===== src/rtl/rstdom_pkg.sv =====
// Shared constants of the reset domain controller.
// Assumes: the domain order below is the bit order of dom_rst.
package rstdom_pkg;

    localparam int DOM_N = 7;

    typedef enum int {
        DOM_GENERAL = 0,
        DOM_IRQ     = 1,
        DOM_RX      = 2,
        DOM_TX      = 3,
        DOM_STATS   = 4,
        DOM_WAKE    = 5,
        DOM_DIAG    = 6
    } dom_idx_e;

    // Which domains each source reaches (1 = reset by that source).
    localparam logic [DOM_N-1:0] HW_REACH = '1;
    localparam logic [DOM_N-1:0] SW_REACH = '1;

endpackage


===== src/rtl/rstdom_sync.sv =====
// Two-flop synchroniser for the hardware reset pin.
// Asserts asynchronously with the pin and releases on the second rising
// edge after the pin goes high. This is the only asynchronous logic here.
module rstdom_sync (
    input  logic clk,
    input  logic pin_n,
    output logic rst_s_n
);

    logic stage1;
    logic stage2;

    // Async clear from the pin, ones shifted in on release.
    always_ff @(posedge clk or negedge pin_n) begin
        if (!pin_n) begin
            stage1 <= 1'b0;
            stage2 <= 1'b0;
        end else begin
            stage1 <= 1'b1;
            stage2 <= stage1;
        end
    end

    assign rst_s_n = stage2;

endmodule


===== src/rtl/rstdom_timer.sv =====
// Down-counting pulse timer.
// A start sampled while idle makes busy high for exactly LEN cycles.
// If start stays high, the count is reloaded on every edge, so busy stays
// high. A start sampled while busy is also a reload; callers that do not
// want that gate start with busy. Synchronous active-low reset.
module rstdom_timer #(
    parameter int LEN = 8
) (
    input  logic clk,
    input  logic rst_n,
    input  logic start,
    output logic busy
);

    localparam int W = (LEN < 1) ? 1 : $clog2(LEN + 1);

    logic [W-1:0] cnt;

    // Load on start, otherwise count down to zero.
    always_ff @(posedge clk) begin
        if (!rst_n) begin
            cnt <= '0;
        end else if (start) begin
            cnt <= W'(LEN);
        end else if (cnt != '0) begin
            cnt <= cnt - 1'b1;
        end
    end

    assign busy = (cnt != '0);

endmodule


===== src/rtl/rstdom_fanout.sv =====
// Maps the two reset sources onto the per-domain and per-field enables.
// Applies the retention rules:
//   - PME bits are reset only by the hardware source, and only without
//     auxiliary power.
//   - Configuration space is reset only by the hardware source.
// Purely combinational.
module rstdom_fanout
    import rstdom_pkg::*;
(
    input  logic             hw_act,
    input  logic             sw_act,
    input  logic             aux_pwr,
    output logic [DOM_N-1:0] dom_rst,
    output logic             rx_vld_clr,
    output logic             wake_rst,
    output logic             pme_rst,
    output logic             cfg_rst
);

    // One enable per domain, gated by each source's reach mask.
    for (genvar i = 0; i < DOM_N; i++) begin : g_dom
        assign dom_rst[i] = (hw_act & HW_REACH[i]) | (sw_act & SW_REACH[i]);
    end

    // Field-level enables that follow their own retention rules.
    always_comb begin
        rx_vld_clr = dom_rst[DOM_RX];
        wake_rst   = dom_rst[DOM_WAKE];
        cfg_rst    = hw_act;
        pme_rst    = hw_act & ~aux_pwr;
    end

endmodule


===== src/rtl/rstdom_ctrl.sv =====
// Reset domain controller, top level.
// Combines the synchronised hardware pin and the self-clearing software bit
// into the domain resets. It also produces the stretched PHY reset, the
// reload request and the bus and power-state indications.
// Assumes: sw_rst_req is synchronous to clk, and aux_pwr is steady during
// a hardware reset.
module rstdom_ctrl
    import rstdom_pkg::*;
#(
    parameter int CLK_NS      = 10,
    parameter int PHY_HOLD_NS = 400,
    parameter int SW_PULSE    = 8
) (
    input  logic             clk,
    input  logic             rst_pin_n,
    input  logic             aux_pwr,
    input  logic             sw_rst_req,
    output logic             sw_rst_bit,
    output logic [DOM_N-1:0] dom_rst,
    output logic             rx_vld_clr,
    output logic             wake_rst,
    output logic             pme_rst,
    output logic             cfg_rst,
    output logic             phy_rst,
    output logic             nvm_reload,
    output logic             bus_oe,
    output logic             pwr_deep
);

    localparam int PHY_CYC = (PHY_HOLD_NS + CLK_NS - 1) / CLK_NS;

    logic rst_s_n;
    logic hw_act;
    logic rel_q;
    logic phy_busy;
    logic sw_busy;
    logic sw_start;

    rstdom_sync u_sync (
        .clk     (clk),
        .pin_n   (rst_pin_n),
        .rst_s_n (rst_s_n)
    );

    assign hw_act = ~rst_s_n;

    // Delayed copy of the synchronised reset, used to find the release edge.
    always_ff @(posedge clk) begin
        if (!rst_s_n) rel_q <= 1'b0;
        else          rel_q <= 1'b1;
    end

    assign nvm_reload = rst_s_n & ~rel_q;

    // PHY hold: reloaded on every edge of hardware reset, then counts out
    // after the release.
    rstdom_timer #(.LEN(PHY_CYC)) u_phy_hold (
        .clk   (clk),
        .rst_n (1'b1),
        .start (hw_act),
        .busy  (phy_busy)
    );

    // Software pulse: starts only from idle, cleared by hardware reset.
    assign sw_start = sw_rst_req & ~sw_busy;

    rstdom_timer #(.LEN(SW_PULSE)) u_sw_pulse (
        .clk   (clk),
        .rst_n (rst_s_n),
        .start (sw_start),
        .busy  (sw_busy)
    );

    assign sw_rst_bit = sw_busy & rst_s_n;

    rstdom_fanout u_fanout (
        .hw_act     (hw_act),
        .sw_act     (sw_rst_bit),
        .aux_pwr    (aux_pwr),
        .dom_rst    (dom_rst),
        .rx_vld_clr (rx_vld_clr),
        .wake_rst   (wake_rst),
        .pme_rst    (pme_rst),
        .cfg_rst    (cfg_rst)
    );

    assign phy_rst  = hw_act | phy_busy;
    assign bus_oe   = rst_s_n;
    assign pwr_deep = hw_act;

endmodule


===== config.mk =====
export PLATFORM = sky130hd
export DESIGN_NAME = rstdom_ctrl
export DESIGN_NICKNAME = d
export VERILOG_FILES = /design/src/rtl/rstdom_pkg.sv /design/src/rtl/rstdom_sync.sv /design/src/rtl/rstdom_timer.sv /design/src/rtl/rstdom_fanout.sv /design/src/rtl/rstdom_ctrl.sv
export SDC_FILE = /design/constraint.sdc
export NUM_CORES = 1
export LEC_CHECK = 0
export ABC_AREA = 0
export BUFFER_PORTS_ARGS = -buffer_cell sky130_fd_sc_hd__clkbuf_2
export CAP_MARGIN = 15
export CORE_MARGIN = 4
export CORE_UTILIZATION = 45
export DETAILED_ROUTE_END_ITERATION = 16
export PLACE_DENSITY = 0.67
export SYNTH_ARGS = -nofsm -noshare
export SYNTH_HDL_FRONTEND = slang
export SYNTH_SLANG_ARGS = --single-unit

===== constraint.sdc =====
create_clock -name clk -period 3.51 [get_ports clk]
set_input_delay 0.5265 -clock clk [delete_from_list [all_inputs] [get_ports clk]]
set_output_delay 0.5265 -clock clk [all_outputs]
set_load 0.01 [all_outputs]

# Yosys cells after proc, flatten, opt, wreduce, memory -nomap -nowiden
# Cells that the tools add are included.
dict set report op_classes {
  add_sub_neg 2
  muxes 3
  n_bitwise 10
  reduce_logical 4
}
# op count
set ops {}
lappend ops {{$mux 4} 2}
lappend ops {{$reduce_bool 6->1} 1}
lappend ops {{$sub 6x1->6 const B} 1}
lappend ops {{$and 1x1->1} 4}
lappend ops {{$not 1->1} 4}
lappend ops {{$reduce_bool 4->1} 1}
lappend ops {{$sub 4x1->4 const B} 1}
lappend ops {{$or 1x1->1} 2}
lappend ops {{$reduce_bool 2->1} 1}
lappend ops {{$reduce_or 2->1} 1}
lappend ops {{$mux 1} 1}
dict set report totals {
  regBits 13
  input_bits 4
  out_inout_bits 16
  word_cells 25
}

# Logic depth before layout (Yosys ltp)
# Gate-level depths: netlist (run 1).
dict set report depth {
  ltp_word 4
  mapped_depth 5
  ltp_nobuf 5
}

# Hierarchy
# A second synthesis (run 1) with hierarchy kept.
dict set report unflattened {
  hier_cells 74
  area_unflattened_um2 714.4
}
# mod instances cells_each area_per_inst_um2 seq_area_each_um2
set modules_own_cells {}
lappend modules_own_cells {{rstdom_timer (u_phy_hold)} 1 31 317.8 120.1}
lappend modules_own_cells {{rstdom_timer (u_sw_pulse)} 1 22 205.2 80.1}
lappend modules_own_cells {rstdom_fanout 1 11 80.1 0.0}
lappend modules_own_cells {rstdom_ctrl 1 7 57.6 20.0}
lappend modules_own_cells {rstdom_sync 1 3 53.8 50.0}

# Least setup slack after synthesis (run 1)
# No wires, ideal clock.
dict set report synth_path {
  kind {reg-to-output}
  start {register u_sw_pulse.cnt[0]}
  end {output dom_rst[0]}
  arrival_time_ps 1303
  t_required_ps 2984
  slack_ps 1680
  stages_incl_launch_ff 6
  n_path_buf 1
  cell_sequence {dfxtp_1 > inv_1 > ha_1 > nor3b_2 > nand2_1 > buf_4}
}
dict set report synth_between {
  elab_chain_cells 3
}
# element line
set synth_rtl {}
lappend synth_rtl {{start: declaration} rstdom_timer.sv:17} ;# logic [W-1:0] cnt;
lappend synth_rtl {{start signal: assignment} rstdom_timer.sv:24} ;# cnt <= W'(LEN);
lappend synth_rtl {{start signal: assignment} rstdom_timer.sv:26} ;# cnt <= cnt - 1'b1;
lappend synth_rtl {{$reduce_bool 4->1} rstdom_timer.sv:30} ;# assign busy = (cnt != '0);
lappend synth_rtl {{$and 1x1->1} rstdom_ctrl.sv:74} ;# assign sw_rst_bit = sw_busy & rst_s_n;
lappend synth_rtl {{$or 1x1->1} n/a}
lappend synth_rtl {{end: declaration} rstdom_ctrl.sv:19} ;# output logic [DOM_N-1:0] dom_rst,
# Every way passes these cells.

# Worst setup path after layout (run 1)
dict set report layout_path {
  start {register u_sw_pulse.cnt[1]}
  end {output dom_rst[2]}
}
dict set report layout_between {
  elab_chain_cells 3
}
# element line
set layout_rtl {}
lappend layout_rtl {{$reduce_bool 4->1} rstdom_timer.sv:30}
lappend layout_rtl {{$and 1x1->1} rstdom_ctrl.sv:74}
lappend layout_rtl {{$or 1x1->1} rstdom_fanout.sv:22} ;# assign dom_rst[i] = (hw_act & HW_REACH[i]) | (sw_act & SW_REACH[i]);
# Every way passes these cells.

==> out/metrics.yaml, run 1 <==
synth.distinct_cells: 30
antenna_found_initial: 0
die_h_um: 46.7
hold_viol: 0
netlist_area_um2: 673
antennaDiodeCount: 0
clockBufferDepth: 2
ys_warn_count: 0
dp.final_hpwl_um: 880
ys_ff_latch: 13
rows: 13
post_route_cells_drive_above_1_share_pct: 31.0
grt_max_degree: 12
ir_worst_vdd_uv: 340
fp.coreArea_um2: 1350
ctsResizeCount: 0
end_kind: "primary output"
grt_pass1_vias: 483
fin_area_um2: 751
synth_top_cell_by_area: "dfxtp_1"
post-route-drc-count: 0
crit_fanout: 9
cts_sinks: 13
fin_tns_setup_ns: 0
area_delta_synth_final_pct: 11.5
drtAntennaViolNets: 0
synth_top_area_share_pct: 32.7
hp-class: "reg -> reg"
num_vias: 512
final_cell_mix: "clkbuf_2 (19), dfxtp_1 (11), inv_1 (6)"
drv_slew: 0
syn_avg_cell_area_um2: 9.22
finish.utilization_pct: 55.6
p_per_area_nw_per_um2: 728
numCtsBuffers: 3
cp.required_ns: 2.98
clkSlewWorstSetupHoldPaths_ns: 0.08
synth.net_count: 81
synth.area.top_cells: "dfxtp_1 (33%), buf_4 (10%), dfrtp_1 (7.4%)"
routedWlPerCell_um: 11.0
grt_setup_unrepaired: "no"
synth_seq_area_share_pct: 40.1
syn_inst: 73
gp_congestion: 0.832
buffer_ports.inserted: 19
h-tree-depth: 1
start_util_pct: 49.9
grt_first_pass_wirelength_um: 1970
final_common_cell: "clkbuf_2"
path_cells: "inv_1 -> ha_1 -> nor3b_2 -> nand2_1 -> clkbuf_2"
post-route-period-util_pct: 61.8
placed_area_um2: 714
drv_cap: 0
critPathMaxStageDelay_ns: 0.35
critPathKind: "reg -> out"
grt_overflow_total: 0
status: "complete, no violations"
post_drt_via_cell_ratio: 5.02
clkLatencyLatePin_ns: 0.28
wirelength_um: 1130
die-width_um: 46.7
skew_ns: 0.00920
drtIter0Drc: 6
io_pins: 20
arrival_ns: 1.64
grtUsageTotal_pct: 13.2
cp-start-kind: "flop"
nNetsFinal: 96
max_freq_mhz: 461
root_buffer: "clkbuf_4"
period_needed_ns: 2.17
dieArea_um2: 2180
power_mw: 0.546
postCtsSetupBuffers: 0
tritoncts: "done"
cp_slowest_cell: "dfxtp_1"
drtPass1Iterations: 3
p_leak_nw: 0.327
setup_violations: 0
==> synthesized netlist by cell type <==
cell / instances
a21oi_1: 3
a311oi_1: 1
a31oi_1: 1
buf_2: 1
buf_4: 9
clkinv_1: 1
conb_1: 1
dfrtp_1: 2
dfxtp_1: 11
ha_1: 4
inv_1: 6
mux2i_1: 1
nand2_1: 4
nand2b_1: 1
nand3b_1: 2
nor2_1: 4
nor3_1: 4
nor3_2: 1
nor3b_1: 1
nor3b_2: 1
o211ai_1: 1
o21ai_1: 1
o21bai_1: 1
o31ai_1: 1
o41ai_1: 1
or2_2: 2
or3_1: 1
or3_4: 1
or4_1: 1
xnor2_1: 4
==> cell families (layout without fill, tap and decap cells) <==
group / Yosys count / count (layout) / share of synthesized area [%]
and+or+nand+nor: 23 / 23 / 20.6
buffers and inverters: 17 / 31 / 14.7
DFF: 13 / 13 / 40.1
AOI/OAI and AO/OA: 10 / 10 / 9.85
adders and majority gates: 4 / 4 / 7.44
xor gates and xnor gates: 4 / 4 / 5.20
other: 1 / 1 / 0.557
muxes: 1 / 1 / 1.49
==> timing repair <==
action	4_1_cts	5_1_grt
hold buffers	0	1
endpoints found under the hold margin	0	2
setup endpoints to repair	0	0
==> routing by layer <==
| metal | global-route usage, % | wire length [µm] | share of wire [%] |
|---|---|---|---|
| met1 | 14.2 | 473 | 42 |
| met2 | 21.7 | 542 | 48 |
| met3 | 5.86 | 97 | 8.6 |
| met4 | 6.63 | 14 | 1.2 |
| met5 | 0 | 0 | 0 |
==> area by class of cell <==
class                           instances  area (µm²)
Timing Repair Buffer                   20         105
Clock buffer                            4        26.3
Sequential cell                        13         270
Multi-Input combinational cell         43         304
Fill cell                             138         599
Inverter                                7        26.3
Tap cell                               15        18.8
==> flip-flops by register name (all words and copies together) (netlist names) <==
name and flops:
u_sync.rst_s_n 1, u_phy_hold.cnt 6, u_sw_pulse.cnt 4, rel_q 1, u_sync.stage1 1
==> path summary, 6_finish.rpt <==
kind | startpoint | endpoint | slack, ns | depth (start not counted)
max in group asynchronous | rst_pin_n | u_sync.rst_s_n | 2.85 | 2
max | u_sw_pulse.cnt[1] | dom_rst[2] | 1.34 | 5
min in group asynchronous | rst_pin_n | u_sync.stage1 | 0.56 | 2
max reg2reg | u_phy_hold.cnt[2] | u_phy_hold.cnt[0] | 2.12 | 3
min reg2reg | u_sync.stage1 | u_sync.rst_s_n | 0.36 | 0
min | u_sync.stage1 | u_sync.rst_s_n | 0.36 | 0
==> metrics by stage <==
stage	setup WS (ns)	std cells	hold slack [ns]
floorplan	1.68	73	0.231
global placement	1.68	97	0.314
detailed placement	1.61	97	0.315
CTS	1.31	101	0.00388
global route	1.10	102	0.388
finish	1.34	102	0.358
==> critical path, delay by kind of cell (launching register included) <==
kind,cells,cell delay [ns]
simple gates,2,0.58
flops,1,0.35
buf+inv,2,0.27
fa+ha+maj,1,0.17
==> report_power, final <==
| part | switching, mW | total, mW | leakage, nW | internal (mW) |
|---|---|---|---|---|
| logic | 0.122 | 0.237 | 0.197 | 0.114 |
| registers | 0.0349 | 0.217 | 0.115 | 0.182 |
| clock network | 0.0487 | 0.0927 | 0.0150 | 0.0440 |
| total | 0.206 | 0.546 | 0.327 | 0.341 |
Power figures use the tool's default switching activity.
==> run 2: changes to the inputs <==
--- a/config.mk
+++ b/config.mk
@@ -5,13 +5,13 @@
 export SDC_FILE = /design/constraint.sdc
 export NUM_CORES = 1
 export LEC_CHECK = 0
-export ABC_AREA = 0
+export ABC_AREA = 1
 export BUFFER_PORTS_ARGS = -buffer_cell sky130_fd_sc_hd__clkbuf_2
 export CAP_MARGIN = 15
 export CORE_MARGIN = 4
-export CORE_UTILIZATION = 45
+export CORE_UTILIZATION = 44
 export DETAILED_ROUTE_END_ITERATION = 16
-export PLACE_DENSITY = 0.67
+export PLACE_DENSITY = 0.68
 export SYNTH_ARGS = -nofsm -noshare
 export SYNTH_HDL_FRONTEND = slang
 export SYNTH_SLANG_ARGS = --single-unit
==> constraint.sdc (replaced) <==
create_clock -name clk -period 1.8 [get_ports clk]
set_input_delay 0.27 -clock clk [delete_from_list [all_inputs] [get_ports clk]]
set_output_delay 0.27 -clock clk [all_outputs]
set_load 0.01 [all_outputs]
==> out/metrics.yaml, run 2 <==
syn_avg_cell_area_um2: 7.49
drv_cap: 0
p_int_mw: 0.616
fin_tns_setup_ns: 0
root_buffer: "clkbuf_4"
yosys.cell_count.top_type: "nand2_1"
start_util_pct: 47.2
critPathKind: "reg -> out"
routedWlPerCell_um: 9.59
wirelength_um: 1220
post-route-drc-count: 0
max_freq_mhz: 611
num_vias: 592
setup_violations: 0
async_reset_ff_share_pct: 15.4
antenna_found_initial: 0
numCtsBuffers: 3
holdWs_ns: 0.302
tritoncts: "done"
startpoint: "u_sw_pulse.cnt[0]"
grt_pass1_vias: 572
swShare_pct: 40.6
grt_overflow_total: 0
fin_cells: 127
clkLatencyLatePin_ns: 0.27
dieArea_um2: 2350
skew_ns: 0.000995
grtUsageTotal_pct: 11.4
dp.final_hpwl_um: 975
final_common_cell: "nand2_1"
die-width_um: 48.4
rows: 14
die_h_um: 48.4
multiInputGateArea_um2: 332
drv_slew: 0
synthTopCellsByCount: "nand2_1 (24), dfxtp_1 (11), inv_1 (11)"
path_cells: "inv_1 -> ha_1 -> nand2_2 -> inv_2 -> nand2_2 -> clkbuf_2"
p_per_area_nw_per_um2: 1290
gp_congestion: 0.773
p_leak_nw: 0.427
status: "complete, no violations"
antennaDiodeCount: 0
fp.coreArea_um2: 1520
grt_setup_unrepaired: "no"
final_cell_mix: "nand2_1 (23), clkbuf_2 (19), inv_1 (11), dfxtp_1 (11)"
crit_fanout: 9
ys_warn_count: 0
synth-edff-count: 0
reg.largest.list: "u_phy_hold.cnt (6), u_sw_pulse.cnt (4)"
post_route_cells_drive_above_1_share_pct: 27.9
synth_top_cell_by_area: "dfxtp_1"
period_needed_ns: 1.64
nNetsFinal: 120
syn_inst: 96
synth_flop_cell: "dfxtp_1"
netlist_area_um2: 719
power_mw: 1.04
pwr-share-clk_pct: 17.3
io_pins: 20
p_sw_mw: 0.420
n_fill_cell: 146
p_seq_share_pct: 37.5
hp-class: "in -> async"
h-tree-depth: 1
post-route-period-util_pct: 90.9
drtPass1Iterations: 4
clkSlewWorstSetupHoldPaths_ns: 0.08
grt_max_degree: 13
arrival_ns: 1.37
ir_worst_vdd_uv: 682
buffer_ports.inserted: 19
post_drt_via_cell_ratio: 4.66
critPathMaxStageDelay_ns: 0.33
largest_reg_flops: 6
cp_slowest_cell: "dfxtp_1"
path_common_cell: "nand2_2"
pwr-share-comb_pct: 45.2
drtIter0Drc: 6
synth.net_count: 104
drtAntennaViolNets: 0
r2r-start: "u_phy_hold.cnt[0]"
cp.required_ns: 1.53
reg2reg_slack_ns: 0.64
worst-path-buf-inv: 3
cp-start-kind: "flop"
ys_ff_latch: 13
regMostFlops: "u_phy_hold.cnt"
synth.distinct_cells: 18
grt_first_pass_wirelength_um: 2210
clockBufferDepth: 2
synth.area.top_cells: "dfxtp_1 (31%), nand2_1 (13%), buf_4 (10%)"
seqCellArea_um2: 270
area_delta_synth_final_pct: 12.0
synth_top_area_share_pct: 30.6
critPathTopFamily: "flip-flops"
end_kind: "primary output"
finish.utilization_pct: 52.9
post-place-cells: 122
synth_seq_area_share_pct: 37.6
hold_viol: 0
postCtsSetupBuffers: 0
cts_sinks: 13
[run 2: worst paths after layout]
kind	endpoint	cells past startpoint
min in group clk	u_sync.rst_s_n	0
min	u_sync.rst_s_n	2
max	wake_rst	6
max in group asynchronous	u_sync.stage1	2
max reg2reg	u_phy_hold.cnt[1]	5
min reg2reg	u_sync.rst_s_n	0
[run 2: cell type report]
cell class | instances | area share [%]
inverters | 12 | 5.59
well taps | 16 | 2.48
multi-input cells | 61 | 41.1
flip-flops and latches | 13 | 33.5
repair buffers | 21 | 14.0
clock buffers | 4 | 3.26
[run 2: per-layer routing]
layer  track usage [%]  routed length, µm
met4              5.53                 12
met3              2.15                 73
met2              18.5                538
met5                 0                  0
met1              14.2                594
[run 2: timing repair]
action,in CTS,in global routing
resized for setup,0,1
hold buffers,1,0
hold endpoints to repair,2,0
endpoints found under the setup margin,0,9
[run 2: kinds of logic after synthesis]
kind of cell	Yosys count	synth area share (%)
AO/OA/AOI/OAI	3	2.09
XOR/XNOR	2	2.44
flip-flops	13	37.6
buffers and inverters	22	16.7
other	1	0.521
AND/OR/NAND/NOR	51	33.7
adder cells (fa/ha/maj)	4	6.96
[run 2: stage by stage]
stage	instance area (µm²)	worst slack, ns
2_1_floorplan	719	0.389
4_1_cts	803	0.0638
3_3_place_gp	767	0.413
3_5_place_dp	767	0.372
5_1_grt	806	0.0347
6_report	806	0.164
[run 2: power groups by stage]
stage	Sequential (mW)	Clock (mW)	Combinational [mW]
final	0.389	0.179	0.468
after global routing	0.399	0.204	0.539
after CTS	0.388	0.186	0.470
after detailed placement	0.394	0	0.466
after global placement	0.393	0	0.458
after floorplan	0.386	0	0.427
==> run 3: changes to the inputs <==
--- a/config.mk
+++ b/config.mk
@@ -9,9 +9,10 @@
 export BUFFER_PORTS_ARGS = -buffer_cell sky130_fd_sc_hd__clkbuf_2
 export CAP_MARGIN = 15
 export CORE_MARGIN = 4
-export CORE_UTILIZATION = 44
+export CORE_UTILIZATION = 45
+export CTS_BUF_LIST = sky130_fd_sc_hd__clkbuf_2
 export DETAILED_ROUTE_END_ITERATION = 16
-export PLACE_DENSITY = 0.68
+export PLACE_DENSITY = 0.69
 export SYNTH_ARGS = -nofsm -noshare
 export SYNTH_HDL_FRONTEND = slang
 export SYNTH_SLANG_ARGS = --single-unit
==> out/metrics.yaml, run 3 (same netlist as run 2, synthesis figures left out) <==
start_util_pct: 47.8
hold_viol: 0
routed-wl-met3_um: 126
routedWlPerCell_um: 9.55
p_per_area_nw_per_um2: 1260
ir_worst_vdd_uv: 581
grt_pass1_vias: 529
gp_congestion: 0.701
fin_area_um2: 805
p_sw_mw: 0.428
regMostFlops: "u_phy_hold.cnt"
dp_slack_ns: 0.357
post-route-period-util_pct: 91.4
dp.final_hpwl_um: 989
grt_overflow_total: 0
status: "complete, no violations"
wirelength_um: 1210
area_delta_synth_final_pct: 11.8
end_kind: "primary output"
pwr-share-clk_pct: 14.4
dieArea_um2: 2300
setup_ws_ns: 0.155
placed_area_um2: 767
grt_max_degree: 13
max_freq_mhz: 608
skew_ns: 0.00387
die-width_um: 48.0
p_leak_nw: 0.433
critPathMaxStageDelay_ns: 0.34
largest_reg_flops: 6
drv_cap: 0
cp.required_ns: 1.53
buffer_ports.inserted: 19
clockBufferDepth: 2
arrival_ns: 1.37
wl_met1_um: 556
post_drt_via_cell_ratio: 4.59
grtUsageTotal_pct: 13.6
cts_sinks: 13
setup_violations: 0
antenna_found_initial: 0
io_pins: 20
fp.coreArea_um2: 1510
clkSlewWorstSetupHoldPaths_ns: 0.12
crit_fanout: 6
met2_length_um: 502
hp-class: "in -> async"
nNetsFinal: 120
post_route_cells_drive_above_1_share_pct: 28.8
die_h_um: 48.0
cp_slowest_cell: "dfxtp_1"
post-route-drc-count: 0
drtIter0Drc: 2
tritoncts: "done"
drtPass1Iterations: 4
h-tree-depth: 1
p_seq_share_pct: 38.4
rows: 14
numCtsBuffers: 3
critPathTopFamily: "flip-flops"
grt_first_pass_wirelength_um: 2060
worst-path-buf-inv: 2
p_int_mw: 0.583
cp-start-kind: "flop"
critPathKind: "reg -> out"
swShare_pct: 42.3
period_needed_ns: 1.64
final_common_cell: "nand2_1"
drtAntennaViolNets: 0
pwr-share-comb_pct: 47.2
num_vias: 583
top_layer: "met4"
final_cell_mix: "nand2_1 (23), clkbuf_2 (22), inv_1 (11), dfxtp_1 (11)"
reg.largest.list: "u_phy_hold.cnt (6), u_sw_pulse.cnt (4)"
fin_tns_setup_ns: 0
grt_setup_unrepaired: "no"
clkLatencyLatePin_ns: 0.28
root_buffer: "clkbuf_2"
drv_slew: 0
path_cells: "inv_1 -> ha_1 -> nand2_2 -> nor2_4 -> nand2_1 -> clkbuf_2"
antennaDiodeCount: 0
## run 3: path summary, 6_finish.rpt
check / from / cells after the start / to / slack [ns]
max in group asynchronous: rst_pin_n / 2 / u_sync.rst_s_n / 1.41
min in group clk: sw_rst_req / 4 / u_sw_pulse.cnt[1] / 0.33
max: u_phy_hold.cnt[0] / 6 / phy_rst / 0.16
min reg2reg: u_sync.stage1 / 0 / u_sync.rst_s_n / 0.36
min: rst_pin_n / 2 / u_sync.stage1 / 0.29
max reg2reg: u_phy_hold.cnt[0] / 5 / u_phy_hold.cnt[1] / 0.62
## run 3: metal layers
layer,track usage (%),up-vias
met1,15.2,240
met2,19.3,21
met3,8.27,5
li1,-,317
met4,9.14,0
met5,0,-
## run 3: layout make-up
class | count | area, µm²
fillers | 144 | 702
multi-input cells | 61 | 337
flip-flops and latches | 13 | 270
repair buffers | 21 | 113
inverters | 12 | 45.0
well taps | 16 | 20.0
clock buffers | 3 | 15.0
clock inverters | 1 | 5.00
## run 3: power groups by stage
stage / sequential [mW] / combinational [mW] / clock, mW
after CTS: 0.388 / 0.471 / 0.159
after global routing: 0.396 / 0.552 / 0.170
after detailed placement: 0.394 / 0.468 / 0
after global placement: 0.392 / 0.459 / 0
final: 0.389 / 0.477 / 0.146
after floorplan: 0.386 / 0.427 / 0
## run 3: metrics by stage
stage / std cells / util [%] / power, mW / hold WS (ns)
global placement: 122 / 50.9 / 0.851 / 0.0580
CTS: 127 / 52.9 / 1.02 / 0.272
detailed placement: 122 / 50.9 / 0.862 / 0.0590
finish: 127 / 53.4 / 1.01 / 0.293
global route: 127 / 53.4 / 1.12 / 0.291
floorplan: 96 / - / 0.813 / -0.0256
## run 3: repair_timing
item / CTS / global route
endpoints found under the hold margin: 2 / 0
gates resized for setup: 0 / 2
hold buffers: 1 / 0
setup buffers: 0 / 0
endpoints found under the setup margin: 0 / 9
